**config.mk**
```make
export PLATFORM = sky130hd
export DESIGN_NAME = tamper_unit
export DESIGN_NICKNAME = d
export VERILOG_FILES = /design/src/rtl/tamper_pkg.sv /design/src/rtl/tamper_chan.sv /design/src/rtl/tamper_lfsr.sv /design/src/rtl/tamper_record.sv /design/src/rtl/tamper_unit.sv
export SDC_FILE = /design/constraint.sdc
export NUM_CORES = 1
export LEC_CHECK = 0
export BUFFER_PORTS_ARGS = -buffer_cell sky130_fd_sc_hd__buf_2
export CELL_PAD_IN_SITES_DETAIL_PLACEMENT = 1
export CELL_PAD_IN_SITES_GLOBAL_PLACEMENT = 1
export CORE_UTILIZATION = 40
export CTS_BUF_LIST = sky130_fd_sc_hd__clkbuf_8
export DETAILED_ROUTE_END_ITERATION = 10
export GPL_TIMING_DRIVEN = 0
export PLACE_DENSITY = 0.86
export SYNTH_ARGS = -nofsm -noshare
export SYNTH_HDL_FRONTEND = slang
export SYNTH_SLANG_ARGS = --single-unit
```
**constraint.sdc**
```tcl
create_clock -name clk -period 2.6 [get_ports clk]
set_input_delay 0.26 -clock clk [delete_from_list [all_inputs] [get_ports clk]]
set_output_delay 0.26 -clock clk [all_outputs]
set_load 0.01 [all_outputs]
```
**src/rtl/tamper_pkg.sv**
```systemverilog
package tamper_pkg;
  typedef enum logic [1:0] {
    ACT_OFF   = 2'd0,
    ACT_WAKE  = 2'd1,
    ACT_STAMP = 2'd2,
    ACT_LOOP  = 2'd3
  } act_e;

  localparam int CTRL_W   = 32;
  localparam int ACT_LSB  = 0;
  localparam int EDGE_LSB = 16;
  localparam int DEB_LSB  = 24;

  // implemented bits of the control word for n pins
  function automatic logic [CTRL_W-1:0] ctrl_mask(input int n);
    logic [CTRL_W-1:0] m;
    m = '0;
    for (int i = 0; i < n; i++) begin
      m[ACT_LSB + 2*i]     = 1'b1;
      m[ACT_LSB + 2*i + 1] = 1'b1;
      m[EDGE_LSB + i]      = 1'b1;
      m[DEB_LSB + i]       = 1'b1;
    end
    return m;
  endfunction
endpackage

```
**src/rtl/tamper_chan.sv**
```systemverilog
module tamper_chan
  import tamper_pkg::*;
#(
  parameter int DEB_TICKS = 4
) (
  input  logic       clk,
  input  logic       rst_n,
  input  logic       en,
  input  logic       stb,
  input  logic       pin,
  input  logic [1:0] mode,
  input  logic       edge_rise,
  input  logic       deb_en,
  input  logic       loop_ref,
  output logic       evt_wake,
  output logic       evt_stamp
);
  localparam int CW = (DEB_TICKS > 1) ? $clog2(DEB_TICKS) : 1;
  localparam logic [CW-1:0] CNT_LAST = CW'(DEB_TICKS - 1);

  logic [1:0]    sync_q;
  logic          s_lvl;
  logic          deb_lvl;
  logic [CW-1:0] deb_cnt;
  logic          lvl;
  logic          prev_q;
  logic          hit;
  act_e          act;

  assign act   = act_e'(mode);
  assign s_lvl = sync_q[1];

  always_ff @(posedge clk or negedge rst_n) begin
    if (!rst_n) sync_q <= '0;
    else        sync_q <= {sync_q[0], pin};
  end

  always_ff @(posedge clk or negedge rst_n) begin
    if (!rst_n) begin
      deb_lvl <= 1'b0;
      deb_cnt <= '0;
    end else if (stb) begin
      if (s_lvl != deb_lvl) begin
        if (deb_cnt == CNT_LAST) begin
          deb_lvl <= s_lvl;
          deb_cnt <= '0;
        end else begin
          deb_cnt <= deb_cnt + 1'b1;
        end
      end else begin
        deb_cnt <= '0;
      end
    end
  end

  assign lvl = deb_en ? deb_lvl : s_lvl;

  always_ff @(posedge clk or negedge rst_n) begin
    if (!rst_n) prev_q <= 1'b0;
    else        prev_q <= lvl;
  end

  always_comb begin
    if (edge_rise) hit = lvl & ~prev_q;
    else           hit = ~lvl & prev_q;
  end

  always_comb begin
    evt_wake  = en && (act == ACT_WAKE) && hit;
    evt_stamp = en && (((act == ACT_STAMP) && hit) ||
                       ((act == ACT_LOOP) && stb && (s_lvl != loop_ref)));
  end
endmodule

```
**src/rtl/tamper_lfsr.sv**
```systemverilog
module tamper_lfsr #(
  parameter int           W    = 7,
  parameter logic [W-1:0] TAPS = 7'b1100000,
  parameter logic [W-1:0] SEED = 7'h01
) (
  input  logic clk,
  input  logic rst_n,
  input  logic adv,
  output logic out_bit
);
  logic [W-1:0] q;
  logic         fb;

  assign fb      = ^(q & TAPS);
  assign out_bit = q[W-1];

  always_ff @(posedge clk or negedge rst_n) begin
    if (!rst_n)   q <= SEED;
    else if (adv) q <= {q[W-2:0], fb};
  end
endmodule

```
**src/rtl/tamper_record.sv**
```systemverilog
module tamper_record #(
  parameter int N    = 5,
  parameter int TS_W = 32
) (
  input  logic            clk,
  input  logic            rst_n,
  input  logic [N-1:0]    evt_wake,
  input  logic [N-1:0]    evt_stamp,
  input  logic [N-1:0]    wake_sel,
  input  logic [N-1:0]    clr,
  input  logic [TS_W-1:0] ts_cnt,
  output logic [N-1:0]    flag,
  output logic            wake,
  output logic [TS_W-1:0] ts_q
);
  logic [N-1:0] evt_any;
  logic         ts_load;

  assign evt_any = evt_wake | evt_stamp;
  assign ts_load = (|evt_stamp) && (flag == '0);
  assign wake    = |(flag & wake_sel);

  always_ff @(posedge clk or negedge rst_n) begin
    if (!rst_n) flag <= '0;
    else        flag <= (flag & ~clr) | evt_any;
  end

  always_ff @(posedge clk or negedge rst_n) begin
    if (!rst_n)       ts_q <= '0;
    else if (ts_load) ts_q <= ts_cnt;
  end
endmodule

```
**src/rtl/tamper_unit.sv**
```systemverilog
module tamper_unit
  import tamper_pkg::*;
#(
  parameter int N_PINS    = 5,
  parameter int TS_W      = 32,
  parameter int DEB_TICKS = 4,
  parameter int LFSR_W    = 7
) (
  input  logic              clk,
  input  logic              rst_n,
  input  logic              en,
  input  logic              ctrl_we,
  input  logic [CTRL_W-1:0] ctrl_wdata,
  output logic [CTRL_W-1:0] ctrl_q,
  input  logic              sample_stb,
  input  logic [N_PINS-1:0] tamp_in,
  output logic              loop_out,
  input  logic [TS_W-1:0]   ts_cnt,
  input  logic [N_PINS-1:0] flag_clr,
  output logic [N_PINS-1:0] flag,
  output logic              wake,
  output logic [TS_W-1:0]   ts_q
);
  localparam logic [CTRL_W-1:0] MASK = ctrl_mask(N_PINS);

  logic [N_PINS-1:0] evt_wake;
  logic [N_PINS-1:0] evt_stamp;
  logic [N_PINS-1:0] wake_sel;

  always_ff @(posedge clk or negedge rst_n) begin
    if (!rst_n)              ctrl_q <= '0;
    else if (ctrl_we && !en) ctrl_q <= ctrl_wdata & MASK;
  end

  tamper_lfsr #(.W(LFSR_W)) u_lfsr (
    .clk     (clk),
    .rst_n   (rst_n),
    .adv     (en && sample_stb),
    .out_bit (loop_out)
  );

  for (genvar i = 0; i < N_PINS; i++) begin : g_chan
    logic [1:0] mode_i;
    assign mode_i      = ctrl_q[ACT_LSB + 2*i +: 2];
    assign wake_sel[i] = (act_e'(mode_i) == ACT_WAKE);

    tamper_chan #(.DEB_TICKS(DEB_TICKS)) u_chan (
      .clk       (clk),
      .rst_n     (rst_n),
      .en        (en),
      .stb       (sample_stb),
      .pin       (tamp_in[i]),
      .mode      (mode_i),
      .edge_rise (ctrl_q[EDGE_LSB + i]),
      .deb_en    (ctrl_q[DEB_LSB + i]),
      .loop_ref  (loop_out),
      .evt_wake  (evt_wake[i]),
      .evt_stamp (evt_stamp[i])
    );
  end

  tamper_record #(.N(N_PINS), .TS_W(TS_W)) u_rec (
    .clk       (clk),
    .rst_n     (rst_n),
    .evt_wake  (evt_wake),
    .evt_stamp (evt_stamp),
    .wake_sel  (wake_sel),
    .clr       (flag_clr),
    .ts_cnt    (ts_cnt),
    .flag      (flag),
    .wake      (wake),
    .ts_q      (ts_q)
  );
endmodule

```
# Word-level counts from Yosys, hierarchy flattened
# Index checks and enable logic that the tools add are counted.
[word_totals]
reg_bits = 94
inputBits = 79
output_inout_bits = 71
word_cells = 152
[classes]
addsub = 5
eq_ne = 30
muxes = 20
bitwise = 25
n_reduce_logical = 48
[ops]
columns = ["cell", "count"]
rows = [
  ["1-bit logical AND", 33],
  ["2-bit equality test, second input constant", 15],
  ["2-bit two-way mux", 10],
  ["3-bit AND reduction", 5],
  ["2-bit by 1-bit adder with 2-bit output, second input constant", 5],
  ["1-bit bitwise AND", 10],
  ["5-bit bitwise AND", 2],
  ["2-bit by 1-bit equality test with 1-bit output, second input constant", 5],
  ["1-bit two-way mux", 10],
  ["1-bit != test", 10],
  ["1-bit inverter", 10],
  ["5-bit bitwise OR", 2],
  ["5-bit OR reduction", 2],
  ["7-bit parity", 1],
  ["5-bit zero test", 1],
  ["1-bit logical OR", 5],
  ["5-bit inverter", 1],
  ["1-bit zero test", 1],
]

# Depth between registers and ports, before layout
[logic_depth]
depth_word = 9
depth_mapped = 8
ltp_nobuf = 6

# Modules after synthesis
# Synthesis repeated with hierarchy kept, for this count alone.
[hier_totals]
hier_cells = 311
area_unflattened_um2 = 4286.6
[modules_own_cells]
columns = ["module", "n_inst", "cells_per_inst", "area_each_um2", "seq_area_each_um2"]
rows = [
  ["tamper_record", 1, 93, 1540.2, 925.9],
  ["tamper_chan at g_chan[0].u_chan ...", 4, 28, 297.8, 150.1],
  ["tamper_unit", 1, 62, 969.7, 500.5],
  ["tamper_lfsr", 1, 17, 295.3, 176.4],
  ["tamper_chan at g_chan[2].u_chan", 1, 27, 290.3, 150.1],
]

# Least setup slack after synthesis
# OpenSTA, ideal clock, no wires.
[synth_timing]
kind = "reg-to-reg"
from = "register ctrl_q[24]"
to = "register u_rec.ts_q[10]"
setup_ps = 125
arrival_ps = 2120
required_ps = 2475
path_slack_ps = 356
stages_incl_launch_ff = 8
path_buffers = 1
period_less_slack_ps = 2244
path_cell_list = "dfrtp_1 > mux2_4 > nand2_1 > o22ai_1 > o2111a_1 > o41ai_4 > buf_6 > mux2_2"
[synth_between]
elab_chain_len = 9
word_cells_on_any_way = 10
classes_between = "mux (2); bitwise (3); reduce/logical (5)"
[synth_rtl]
columns = ["item", "line", "source"]
rows = [
  ["start, declared", "tamper_unit.sv:14", "output logic [CTRL_W-1:0] ctrl_q,"],
  ["start signal, assigned", "tamper_unit.sv:32", "else if (ctrl_we && !en) ctrl_q <= ctrl_wdata & MASK;"],
  ["1-bit two-way mux (*)", "tamper_chan.sv:56", "assign lvl = deb_en ? deb_lvl : s_lvl;"],
  ["via g_chan[0].u_chan.lvl", "tamper_chan.sv:25", "logic lvl;"],
  ["1-bit inverter", "tamper_chan.sv:65", "else hit = ~lvl & prev_q;"],
  ["1-bit bitwise AND", "tamper_chan.sv:65", ""],
  ["1-bit two-way mux (*)", "tamper_chan.sv:64", "if (edge_rise) hit = lvl & ~prev_q;"],
  ["1-bit logical AND (*)", "tamper_chan.sv:70", "evt_stamp = en && (((act == ACT_STAMP) && hit) ||"],
  ["1-bit logical OR (*)", "tamper_chan.sv:70", ""],
  ["1-bit logical AND (*)", "tamper_chan.sv:70", ""],
  ["5-bit OR reduction (*)", "tamper_record.sv:20", "assign ts_load = (|evt_stamp) && (flag == '0);"],
  ["1-bit logical AND (*)", "tamper_record.sv:20", ""],
  ["end signal, assigned", "tamper_record.sv:30", "else if (ts_load) ts_q <= ts_cnt;"],
  ["end, declared", "tamper_record.sv:14", "output logic [TS_W-1:0] ts_q"],
]
# Mark *: on every way through the listed nets, which the timed path passes. The rest lies on a longest branch.
# A chain may end at the register's enable or synchronous reset.

# Worst setup path after layout
[layout_timing]
from = "register ctrl_q[25]"
to = "register u_rec.ts_q[3]"
[layout_between]
elab_chain_len = 9
word_cells_on_any_way = 10
classes_between = "mux (2); bitwise (3); reduce/logical (5)"
[layout_rtl]
columns = ["item", "line"]
rows = [
  ["1-bit two-way mux (*)", "tamper_chan.sv:56"],
  ["via g_chan[1].u_chan.lvl", "tamper_chan.sv:25"],
  ["1-bit inverter", "tamper_chan.sv:65"],
  ["1-bit bitwise AND", "tamper_chan.sv:65"],
  ["1-bit two-way mux (*)", "tamper_chan.sv:64"],
  ["1-bit logical AND (*)", "tamper_chan.sv:70"],
  ["1-bit logical OR (*)", "tamper_chan.sv:70"],
  ["1-bit logical AND (*)", "tamper_chan.sv:70"],
  ["5-bit OR reduction (*)", "tamper_record.sv:20"],
  ["1-bit logical AND (*)", "tamper_record.sv:20"],
]
# Marks and branches as above.

==> metrics.yaml <==
outcome: "complete, no violations"
syn_area_per_cell_um2: 13.8
syn2layout_area_growth_pct: 27.5
yosysMostFrequentCell: "dfrtp_1"
drive_gt1_share_pct: 52.5
yosys_warnings: 0
row_count: 36
async_reset_ff_share_pct: 100
drtIter0Drc: 50
clk_latency_ps: 350
clkPwrFrac_pct: 18.6
die_x_um: 103
synth_top_area_cell: "dfrtp_1"
seqPwrFrac_pct: 46.2
yosysSeqAreaShare_pct: 57.9
initial_core_util_pct: 41.4
power_frac_comb_pct: 35.2
setup_violations: 0
critPathKind: "flip-flop to flip-flop"
coreArea_um2: 9820
wl_per_cell_um: 16.0
max_stage_delay_ps: 400
final_nets: 533
ys.flop_type: "dfrtp_1"
wl_um: 9350
rsz0062_at_grt: "false"
p_int_mw: 3.38
io_buffers: 124
diodes: 0
synth_edf_count: 0
clock-sinks: 94
htreeDepth: 3
hpwl_um: 7140
fill_cells: 1084
min_period_over_period_pct: 93.5
p_sw_mw: 1.58
numCtsBuffers: 9
total_power_mw: 4.97
overflow: 0
crit_arrival_ps: 2670
synthTopCellsByCount: "dfrtp_1 (93), mux2_2 (68), buf_4 (22)"
dr_total_vias: 2837
p_leak_nw: 2.56
ant_nets: 0
post_cts_resized: 0
cp.required_ps: 2840
drc: 0
cts_tree: "done"
grt_pass1_wl_um: 14300
cts_root_buffer: "clkbuf_8"
synth_top_area_share_pct: 57.3
worst_pin_slew_ps: 751
cts_buffer_depth: 2
grt_pass1_vias: 2894
power_density_nw_per_um2: 959
critical_path.top_delay_family: "multiplexers"
r2r_slack_ps: 170
p_sw_share_pct: 31.9
vias_per_cell: 4.84
synth_area_leaders: "dfrtp_1 (57%), mux2_2 (19%), buf_4 (4.1%)"
boundaryPins: 150
multi_input_area_um2: 1500
path_max_fanout: 10
regArea_um2: 2350
antenna_found_initial: 0
first_pass_iters: 4
die_area_um2: 10600
cp_num_buf_inv: 2
routabilityCongestion: 0.781
synth-seq-cells: 94
fin_tns_setup_ps: 0
grt_usage_pct: 18.5
die_h_um: 103
crit_top_cell: "mux2_2"
crit_chain: "mux2_2 -> mux2i_1 -> o2111ai_1 -> nand2_1 -> o41ai_4 -> buf_4 -> buf_6 -> mux2_2"
grt_max_degree: 51
max_freq_ghz: 0.411
slew_violations: 0
clock_skew_ps: 7.90
max_slew_margin_pct: 49.9
hold_class: "input pin to flip-flop"
maxCapViolations: 0
post-route-min-period_ps: 2430
slowest_stage: "dfrtp_1"
path_clk_slew_ps: 90
ir_worst_vdd_uv: 353
crit_path_end_kind: "flip-flop"
crit_path_start_kind: "flip-flop"
synthCells: 294
finalHoldViolCount: 0
netlist_area_um2: 4060
synth.distinct_cells: 37
-- layout make-up --
type,instances,area share [%]
Clock inverter,5,0.870
Multi-Input combinational cell,174,29.0
Clock buffer,10,2.66
Buffer,31,4.33
Tap cell,133,3.21
Sequential cell,94,45.5
Inverter,6,0.435
Timing Repair Buffer,133,14.0
-- logic make-up after synthesis --
| group | count (synthesis) | share of synthesized area (%) |
|---|---|---|
| muxes | 74 | 20.6 |
| adders and majority gates | 5 | 1.54 |
| xor gates and xnor gates | 11 | 2.37 |
| buffers and inverters | 37 | 6.07 |
| DFF | 94 | 57.9 |
| and+or+nand+nor | 43 | 5.30 |
| other | 1 | 0.0923 |
| AOI/OAI and AO/OA | 29 | 6.07 |
-- state kept, by name, indices dropped and copies added (netlist names) --
name / cells
ctrl_q: 20
g_chan.u_chan.deb_cnt: 10
g_chan.u_chan.deb_lvl: 5
g_chan.u_chan.prev_q: 5
g_chan.u_chan.sync_q: 10
u_lfsr.q: 7
u_rec.flag: 5
u_rec.ts_q: 32
-- through the flow --
step / area [um2] / hold WS (ps) / std cells / setup slack (ps) / utilization (%)
final: 5180 / 118 / 586 / 168 / 52.7
after floorplan: 4100 / -35.6 / 305 / 356 / -
after detailed placement: 4920 / 309 / 563 / 71.6 / 50.1
after CTS: 5160 / 100 / 584 / 49.4 / 52.6
after global routing: 5180 / 115 / 586 / 25.1 / 52.7
after global placement: 4890 / 334 / 562 / 129 / 49.8
-- cells in the final DEF, fill, tap and decap left out, types with 2 or more instances in the layout --
cell	Yosys	routed
nor2b_1	8	8
o21ai_0	7	7
o2bb2ai_1	5	5
dlygate4sd3_1	0	6
buf_6	3	3
mux2i_1	3	3
xnor2_1	11	11
buf_4	22	25
clkbuf_8	0	10
nand2b_1	7	7
o22ai_1	2	2
clkbuf_1	3	3
mux2_4	2	2
buf_2	2	125
o2111a_1	2	2
o2111ai_1	2	2
nor3_1	5	5
a32oi_1	3	3
conb_1	1	12
nand2_1	19	19
dfrtp_1	93	93
inv_1	5	9
mux2_2	68	68
a311o_1	2	2
ha_1	5	5
-- power by group through the flow --
stage | Combinational (mW) | Sequential, mW | Clock [mW]
after global placement | 1.65 | 2.28 | 0
final | 1.75 | 2.29 | 0.923
after floorplan | 0.977 | 2.40 | 0
after CTS | 1.78 | 2.30 | 0.962
after global routing | 1.93 | 2.37 | 1.01
after detailed placement | 1.76 | 2.33 | 0
-- per-layer routing --
layer,global-route usage [%],vias to the layer above,share of wire (%)
met5,0,-,0
met2,33.2,81,53
met1,21.9,1440,41
met3,3.19,10,4.3
li1,-,1306,-
met4,7.69,0,1.5
-- worst paths after layout --
path / start / cells past startpoint / to
setup / recovery: ctrl_q[25]$_DFFE_PN0P_ / 8 / u_rec.ts_q[3]$_DFFE_PN0P_
hold / removal: ts_cnt[6] / 2 / u_rec.ts_q[6]$_DFFE_PN0P_
setup reg to reg: ctrl_q[25]$_DFFE_PN0P_ / 8 / u_rec.ts_q[3]$_DFFE_PN0P_
hold reg to reg: g_chan[2].u_chan.sync_q[0]$_DFF_PN0_ / 0 / g_chan[2].u_chan.sync_q[1]$_DFF_PN0_
max in group asynchronous: rst_n / 3 / u_lfsr.q[0]$_DFFE_PN1P_
min in group asynchronous: rst_n / 2 / u_rec.ts_q[1]$_DFFE_PN0P_
-- timing repair --
action,4_1_cts,5_1_grt
endpoints found under the setup margin,0,30
buffers inserted,0,2
endpoints found under the hold margin,49,0
hold buffers,6,0
-- worst reg2reg max path, cell delays in order (launching register included) --
cell and delay (ps):
dfrtp_1 400, mux2_2 380, mux2i_1 160, o2111ai_1 250, nand2_1 140, o41ai_4 290, buf_4 200, buf_6 160
mux2_2 350
Note: power is estimated with default switching activity, not from simulation.
